File: config.mk
export PLATFORM = sky130hd
export DESIGN_NAME = latched_datapath
export DESIGN_NICKNAME = d
export VERILOG_FILES = /design/src/rtl/latched_datapath.sv
export SDC_FILE = /design/constraint.sdc
export NUM_CORES = 1
export LEC_CHECK = 0
export CAP_MARGIN = 20
export CELL_PAD_IN_SITES_DETAIL_PLACEMENT = 0
export CELL_PAD_IN_SITES_GLOBAL_PLACEMENT = 1
export CORE_AREA = 2 2 266 268
export CTS_CLUSTER_SIZE = 30
export DETAILED_ROUTE_END_ITERATION = 16
export DIE_AREA = 0 0 268 270
export PLACE_DENSITY_LB_ADDON = 0.2
export SLEW_MARGIN = 30
export SYNTH_ARGS = -nofsm -noshare
export SYNTH_HDL_FRONTEND = slang
export SYNTH_SLANG_ARGS = --single-unit
File: constraint.sdc
create_clock -name clk -period 10.8 [get_ports clk]
set_input_delay 1.62 -clock clk [delete_from_list [all_inputs] [get_ports clk]]
set_output_delay 1.62 -clock clk [all_outputs]
set_load 0.05 [all_outputs]
File: src/rtl/latched_datapath.sv
module latched_datapath #(
  parameter int DW    = 16,
  parameter int AW    = 12,
  parameter int SEL_W = 4
) (
  input  logic             clk,
  input  logic             rst_n,
  input  logic [1:0]       phase,
  input  logic [SEL_W-1:0] sel_a,
  input  logic [SEL_W-1:0] sel_b,
  input  logic [SEL_W-1:0] sel_c,
  input  logic             amux,
  input  logic [1:0]       alu_op,
  input  logic [1:0]       sh_op,
  input  logic             ld_mar,
  input  logic             ld_mbr,
  input  logic             en_c,
  input  logic             mem_load,
  input  logic [DW-1:0]    mem_rdata,
  output logic [AW-1:0]    mar,
  output logic [DW-1:0]    mbr,
  output logic [DW-1:0]    shift_out,
  output logic             flag_n,
  output logic             flag_z
);
  localparam int NREG = 1 << SEL_W;
  localparam int C_FIRST = 5;
  localparam int C_LAST = 9;
  localparam logic [1:0] PH_READ = 2'd1;
  localparam logic [1:0] PH_ADDR = 2'd2;
  localparam logic [1:0] PH_WB = 2'd3;

  function automatic logic [DW-1:0] init_val(int idx);
    case (idx)
      6:       return DW'(1);
      7:       return '1;
      8:       return DW'((1 << AW) - 1);
      9:       return DW'(8'hFF);
      default: return '0;
    endcase
  endfunction

  function automatic logic is_const(logic [SEL_W-1:0] s);
    return int'(s) >= C_FIRST && int'(s) <= C_LAST;
  endfunction

  logic [DW-1:0] rf [NREG];
  logic [DW-1:0] a_lat, b_lat, left_op, alu_y;

  assign left_op = amux ? a_lat : mbr;

  always_comb begin
    case (alu_op)
      2'd0:    alu_y = left_op + b_lat;
      2'd1:    alu_y = left_op & b_lat;
      2'd2:    alu_y = left_op;
      default: alu_y = ~left_op;
    endcase
  end

  always_comb begin
    case (sh_op)
      2'd1:    shift_out = {1'b0, alu_y[DW-1:1]};
      2'd2:    shift_out = {alu_y[DW-2:0], 1'b0};
      default: shift_out = alu_y;
    endcase
  end

  assign flag_n = alu_y[DW-1];
  assign flag_z = (alu_y == '0);

  always_ff @(posedge clk or negedge rst_n) begin
    if (!rst_n) begin
      for (int i = 0; i < NREG; i++) rf[i] <= init_val(i);
    end else if (phase == PH_WB && en_c && !is_const(sel_c)) begin
      rf[sel_c] <= shift_out;
    end
  end

  always_ff @(posedge clk or negedge rst_n) begin
    if (!rst_n) begin
      a_lat <= '0;
      b_lat <= '0;
    end else if (phase == PH_READ) begin
      a_lat <= rf[sel_a];
      b_lat <= rf[sel_b];
    end
  end

  always_ff @(posedge clk or negedge rst_n) begin
    if (!rst_n)                        mar <= '0;
    else if (phase == PH_ADDR && ld_mar) mar <= b_lat[AW-1:0];
  end

  always_ff @(posedge clk or negedge rst_n) begin
    if (!rst_n)                mbr <= '0;
    else if (phase == PH_WB) begin
      if (ld_mbr)              mbr <= shift_out;
      else if (mem_load)       mbr <= mem_rdata;
    end
  end
endmodule

==> results of run 1 <==
cells in the mapped netlist (4+ instances only):
cell type / instances
buf_2: 27
buf_6: 9
inv_1: 19
ha_1: 18
buf_1: 11
o21ai_0: 88
a221oi_1: 4
dfrtp_1: 279
nor3b_1: 10
a22oi_1: 13
a21oi_1: 27
o31ai_1: 11
dfstp_2: 37
nor2b_1: 8
clkbuf_1: 134
o21ai_2: 9
and2_1: 5
mux4_2: 160
a211oi_1: 9
nand3_1: 12
nand2_1: 168
mux2i_1: 16
a21o_1: 11
and3_1: 6
nor3_1: 11
nor2_1: 26
mux2_2: 141
a221o_1: 6
nand3b_1: 4
area by class of cell:
cell class,instances,area share (%)
Timing Repair Buffer,120,5.592
Multi-Input combinational cell,832,42.03
Sequential cell,316,39.72
Tap cell,940,5.873
Clock inverter,14,0.7060
Clock buffer,58,5.686
Inverter,21,0.3936
layout by cell type, fill, tap and decap left out, drive strengths merged, types with 13 or more instances in the layout:
cell	instances
a22oi	13
clkbuf	58
a21oi	30
dfstp	37
ha	18
nor2	26
inv	22
mux2	142
dfrtp	279
nor3	13
mux4	160
clkdlybuf4s50	79
mux2i	17
nand2	169
o21ai	99
buf	41
critical path, cell delays in order:
cell,delay (ps)
clkdlybuf4s50_1,760
mux2_2,420
ha_1,250
fa_1,480
a211oi_2,300
nor3_2,150
o31ai_1,450
a21oi_1,140
xnor2_1,160
nor3_1,60
or4_1,540
nor3_2,230
clkdlybuf4s50_1,870
power by group through the flow:
stage | Clock, mW | Combinational (mW) | Sequential, mW
global route | 1.41 | 0.781 | 1.41
floorplan | 0 | 0.439 | 1.44
global placement | 0 | 0.726 | 1.41
finish | 1.32 | 0.720 | 1.40
CTS | 1.36 | 0.733 | 1.40
detailed placement | 0 | 0.730 | 1.42
routing by layer:
metal	vias up	global-route usage [%]
met3	63	2.699
met4	0	4.499
met5	-	0
met2	224	25.69
met1	5872	20.54
li1	4946	-
cell families after synthesis:
kind of cell / count (synthesis)
AND/OR/NAND/NOR: 280
multiplexers: 319
buffers and inverters: 205
flip-flops: 316
XOR/XNOR: 4
AO/OA/AOI/OAI: 210
adder cells (fa/ha/maj): 19
registers in the layout, summed over array words and instances, names as in the netlist:
signal  flops
a_lat      16
b_lat      16
rf        256
mar        12
mbr        16
path summary, 6_finish.rpt:
path                       endpoint  slack [ps]  cells after the start
setup / recovery             flag_z        2760                     13
max in group asynchronous   rf[251]        7700                      3
hold reg to reg             rf[138]         370                      0
min in group asynchronous    rf[28]        1080                      1
setup reg to reg            mbr[15]        6910                     12
hold / removal              rf[138]         370                      0
stage by stage:
step	hold WS (ps)	utilization, %	instance area [sq um]	total power [mW]
finish	370.1	28.80	20030	3.436
global route	375.0	28.80	20030	3.602
CTS	372.0	28.76	20000	3.495
detailed placement	363.6	26.92	18720	2.149
global placement	361.3	26.91	18710	2.140
floorplan	432.2	-	17230	1.876
==> out/metrics.csv, run 1 <==
stage,metric,value,unit
worst_setup_path,Critical Setup Path Class,input pin to output pin,
clock_network,worst skew pair latency,560,ps
placed_design,DP Wirelength,36.17,mm
clock_network,clock sinks,316,
routing,1st-pass router iterations,5,
routing,DRC,0,
logic_synthesis,Compound-Gate Fraction of Synth Area,8.019,%
worst_setup_path,crit path max fanout,7,
sta,Setup Total Neg Slack,0,ps
logic_synthesis,Cell variety after synth,77,
sta,clk_skew,13.45,ps
floorplanning,Initial Utilization,24.77,%
pwr,peak supply drop,0.1028,mV
pwr,combinational group share of total power,21.0,%
logic_synthesis,syn_area_per_cell,12.73,sq um
global_route,number of global-route vias before repair,11564,
worst_setup_path,crit path DAT,6420,ps
floorplanning,Die X,268,um
placed_design,Buffers on Ports,86,
sta,relative slew slack,36.11,%
clock_network,H-tree depth,2,
sta,Worst-Margin Slew,956.0,ps
finish,area of the multi-input gates,8417,sq um
logic_synthesis,simple-gate portion of the synthesized area,7.700,%
clock_network,Worst-path clk slew,50,ps
worst_setup_path,Critical Path RT,9180,ps
floorplanning,CORE AREA,69540,sq um
clock_network,TritonCTS Buffers,39,
routing,highest routed metal layer,met4,
run,Max Cap Violations,0,
routing,total number of vias,11105,
logic_synthesis,Post-Syn Area,17230,sq um
logic_synthesis,Mapped Cells,1353,
logic_synthesis,sequential cell area fraction in the yosys report,46.18,%
routing,met2 wire len,26.92,mm
clock_network,clock buffer depth,3,
routing,vias per cell,4.826,
logic_synthesis,Synth Area in Adders,1.424,%
logic_synthesis,number of synthesis warnings,0,
routing,WL per Instance,23.99,um
sta,final setup violation count,0,
sta,final hold vios,0,
logic_synthesis,syn nets,1413,
routing,drt first-iter violations,643,
pwr,sw frac,30.47,%
logic_synthesis,Yosys reg bits,316,
worst_setup_path,critical path launch point type,input pin,
routing,DR WL met3,2.240,mm
global_route,Overflow after GRT,0,
worst_setup_path,element type at the critical path end,output pin,
floorplanning,# rows,97,
sta,crit path time final,8042,ps
pwr,internal power,2.389,mW
clock_network,CTS tree,yes,
clock_network,hold-fix buffers at CTS,0,
clock_network,Post-CTS Setup Bufs,0,
sta,RSZ-0062 raised after global routing,false,
sta,Tcrit/Tclk final,74.46,%
placed_design,"worst slack, placed",2711,ps
pwr,Pleak,8.573,nW
finish,Filler cells,7089,
global_route,global-route wire length before repair,81.68,mm
logic_synthesis,Synth area leaders,"dfrtp_1 (41%), mux4_2 (21%), mux2_2 (9.2%)",
logic_synthesis,Synth area leader,dfrtp_1,
status,status,completed,
finish,storage element area,7954,sq um
finish,Final #Nets,1390,
sta,fmax,0.1243,GHz
logic_synthesis,ys async rst share,100.0,%
logic_synthesis,multiplexer share of the synthesized area,31.28,%
pwr,pwr/cell area,171.6,nW/um^2
routing,Routed Antenna Nets,0,
global_route,largest net degree at the start of global routing,155,
worst_hold_path,HP Start,rf[138],
finish,final std cells w/o fill,2301,
routing,WL final,55.20,mm
logic_synthesis,largest family of logic cells by synthesized area,multiplexers,
floorplanning,io pins,87,
logic_synthesis,top_reg_cell synth,dfrtp_1,
finish,Area growth syn-to-layout,16.26,%
finish,Ant. Diodes,0,
logic_synthesis,Post-synth EDFFs,0,
logic_synthesis,Yosys top cell area share,40.53,%
sta,worst setup margin,2758,ps
global_route,overall routing resource usage,15.45,%
sta,"Slew Viols, Final",0,
pwr,net switching power,1.047,mW
pwr,clock power share,38.4,%
clock_network,Root Buffer,clkbuf_16,
floorplanning,Die Ht,270,um
placed_design,RePlAce Congestion,0.8454,
finish,share of post-route cells with drive strength above 1,35.27,%
floorplanning,Die Area,72360,sq um
clock_network,CTS resizes,0,
routing,met1 WL,24.54,mm
global_route,initial antenna violation count,0,
worst_setup_path,Reg2Reg Launch Point,mbr[0],
logic_synthesis,XOR/XNOR share of the synthesized area,0.2034,%
worst_setup_path,CP startpoint,amux,
worst_hold_path,Min-Delay Path Class,flip-flop to flip-flop,
placed_design,dpl cells,2227,
pwr,sequential power share,40.6,%
(Power assumes the default switching activity.)
==> run 2: changes to the inputs <==
- clock period: 10.8 -> 6.7 ns (I/O delays scaled with it)
==> run 2 against run 1 <==
Against the previous run:
- clock power is 56% higher
- sequential share of layout area shrank 0.32 points
- clock skew fell by 0.59 ps
- sequential power is 61% higher
- combinational power increased by 67%
- die area did not move
- largest cell class unchanged
- largest power group unchanged
==> out/metrics.csv, run 2 (synthesized netlist as in run 1, its figures left out) <==
stage,metric,value,unit,change
sta,fmax,0.1659,GHz,
routing,1st-pass router iterations,5,,unchanged
routing,total number of vias,11040,,was 11105
floorplanning,Initial Utilization,24.77,%,unchanged
global_route,overall routing resource usage,15.55,%,was 15.45%
sta,relative slew slack,38.91,%,was 36.11%
routing,WL final,55.12,mm,was 55.20 mm
global_route,largest net degree at the start of global routing,157,,was 155
placed_design,dpl cells,2243,,was 2227
worst_setup_path,critical path's slowest cell,clkdlybuf4s50_1,,unchanged
global_route,Overflow after GRT,0,,unchanged
finish,Finished Cell Area,20190,sq um,was 20030 sq um
worst_setup_path,CP peak stage delay,660,ps,was 870 ps
pwr,Design Power,5.517,mW,was 3.436 mW
clock_network,H-tree depth,2,,unchanged
routing,DRC,0,,unchanged
finish,Largest Register,rf,,unchanged
global_route,initial antenna violation count,1,,was 0
worst_setup_path,critical-path cell list,clkdlybuf4s50_1 > buf_4 > mux2_2 > ha_1 > nand3_1 > nor3_2 > o31ai_1 > a2111oi_2 > o31ai_1 > a21oi_1 > buf_4 > buf_12,,was clkdlybuf4s50_1 > mux2_2 > ha_1 > fa_1 > a211oi_2 > nor3_2 > o31ai_1 > a21oi_1 > xnor2_1 > nor3_1 > or4_1 > nor3_2 > clkdlybuf4s50_1
worst_setup_path,Critical Path RT,5690,ps,was 9180 ps
finish,Largest register FFs,256,,unchanged
floorplanning,CORE AREA,69540,sq um,unchanged
pwr,peak supply drop,0.1522,mV,was 0.1028 mV
sta,crit path time final,6027,ps,
routing,WL per Instance,23.86,um,was 23.99 um
finish,share of post-route cells with drive strength above 1,36.79,%,was 35.27%
placed_design,Buffers on Ports,86,,unchanged
finish,"commonest non-fill, non-tap cell in the layout",dfrtp_1,,unchanged
placed_design,DP Wirelength,37.31,mm,was 36.17 mm
clock_network,clock sinks,316,,unchanged
floorplanning,io pins,87,,unchanged
finish,Area growth syn-to-layout,17.19,%,was 16.26%
sta,Tcrit/Tclk final,89.96,%,
sta,"Slew Viols, Final",0,,unchanged
sta,clk_skew,12.86,ps,was 13.45 ps
finish,Ant. Diodes,0,,unchanged
finish,Filler cells,7047,,was 7089
clock_network,TritonCTS Buffers,37,,was 39
worst_setup_path,crit path max fanout,9,,was 7
run,Max Cap Violations,0,,unchanged
worst_setup_path,element type at the critical path end,output pin,,unchanged
worst_hold_path,Min-Delay Path Class,flip-flop to flip-flop,,unchanged
sta,RSZ-0062 raised after global routing,false,,unchanged
placed_design,RePlAce Congestion,0.8595,,was 0.8454
clock_network,hold-fix buffers at CTS,0,,unchanged
worst_setup_path,critical path launch point type,input pin,,unchanged
finish,Final #Nets,1403,,was 1390
clock_network,clock buffer depth,3,,unchanged
worst_setup_path,Critical Setup Path Class,input pin to output pin,,unchanged
worst_setup_path,Worst Path Buf+Inv,4,,was 2
sta,Worst-Margin Slew,913.0,ps,was 956.0 ps
finish,most frequent cells in the layout,"dfrtp_1 (279), nand2_1 (166), mux4_2 (160), mux2_2 (141), o21ai_0 (87)",,"was dfrtp_1 (279), nand2_1 (165), mux4_2 (160), mux2_2 (141), o21ai_0 (87)"
clock_network,CTS resizes,0,,unchanged
worst_setup_path,"delay-heaviest family, CP",compound AO/OA/AOI/OAI gates,,was buffers and inverters
routing,drt first-iter violations,734,,was 643
global_route,number of global-route vias before repair,11794,,was 11564
clock_network,worst skew pair latency,550,ps,was 560 ps
placed_design,Placement Cell Area,18940,sq um,was 18720 sq um
floorplanning,Die X,268,um,unchanged
clock_network,CTS tree,yes,,unchanged
clock_network,Root Buffer,clkbuf_16,,unchanged
clock_network,Post-CTS Setup Bufs,0,,unchanged
pwr,pwr/cell area,273.3,nW/um^2,was 171.6 nW/um^2
floorplanning,Die Area,72360,sq um,unchanged
finish,fin util,29.03,%,was 28.80%
sta,Setup Total Neg Slack,0,ps,unchanged
worst_setup_path,crit path DAT,5020,ps,was 6420 ps
sta,final hold vios,0,,unchanged
sta,final setup violation count,0,,unchanged
placed_design,"worst slack, placed",630.3,ps,was 2711 ps
sta,worst setup margin,672.9,ps,was 2758 ps
finish,final std cells w/o fill,2310,,was 2301
routing,vias per cell,4.779,,was 4.826
sta,Hold WS,370.6,ps,was 370.1 ps
pwr,Pleak,8.679,nW,was 8.573 nW
clock_network,Worst-path clk slew,60,ps,was 50 ps
floorplanning,# rows,97,,unchanged
global_route,global-route wire length before repair,82.52,mm,was 81.68 mm
status,status,completed,,unchanged
routing,Routed Antenna Nets,0,,unchanged
floorplanning,Die Ht,270,um,unchanged
run 2: worst reg2reg max path: stages (launching register included):
cell	delay (ps)
dfrtp_1	450
mux2_2	320
ha_1	240
fa_1	480
a211oi_2	280
nor3_2	140
o31ai_1	380
a2111oi_2	180
o31ai_1	360
a21oi_1	240
buf_4	230
buf_4	200
mux2_2	280
mux2_2	250
run 2: final timing paths:
path,slack (ps),cells after the start,to,startpoint
min in group asynchronous,470,1,rf[92],rst_n
max in group asynchronous,4860,2,mar[2],rst_n
min reg2reg,370,0,rf[136],rf[136]
max,670,12,shift_out[15],amux
min,370,0,rf[136],rf[136]
max reg2reg,2550,13,mbr[15],mbr[0]
run 2: power by group:
| group | leakage (nW) | switching [mW] | internal (mW) |
|---|---|---|---|
| registers | 4.17 | 0.157 | 2.09 |
| logic | 3.91 | 0.676 | 0.527 |
| clock network | 0.597 | 0.828 | 1.23 |
run 2: per-layer routing:
layer / vias to the layer above / global-route usage, % / wire length, um
li1: 4982 / - / -
met1: 5812 / 20.72 / 24720
met2: 184 / 26.49 / 27430
met3: 62 / 2.361 / 1901
met4: 0 / 3.617 / 1064
met5: - / 0 / 0
run 2: cell type report:
cell class | count | area (sq um) | area share [%]
Multi-Input combinational cell | 832 | 8414 | 41.68
Sequential cell | 316 | 7954 | 39.40
Timing Repair Buffer | 135 | 1336 | 6.620
Tap cell | 940 | 1176 | 5.827
Clock buffer | 59 | 1131 | 5.603
Clock inverter | 7 | 95.09 | 0.4711
Inverter | 21 | 78.83 | 0.3905
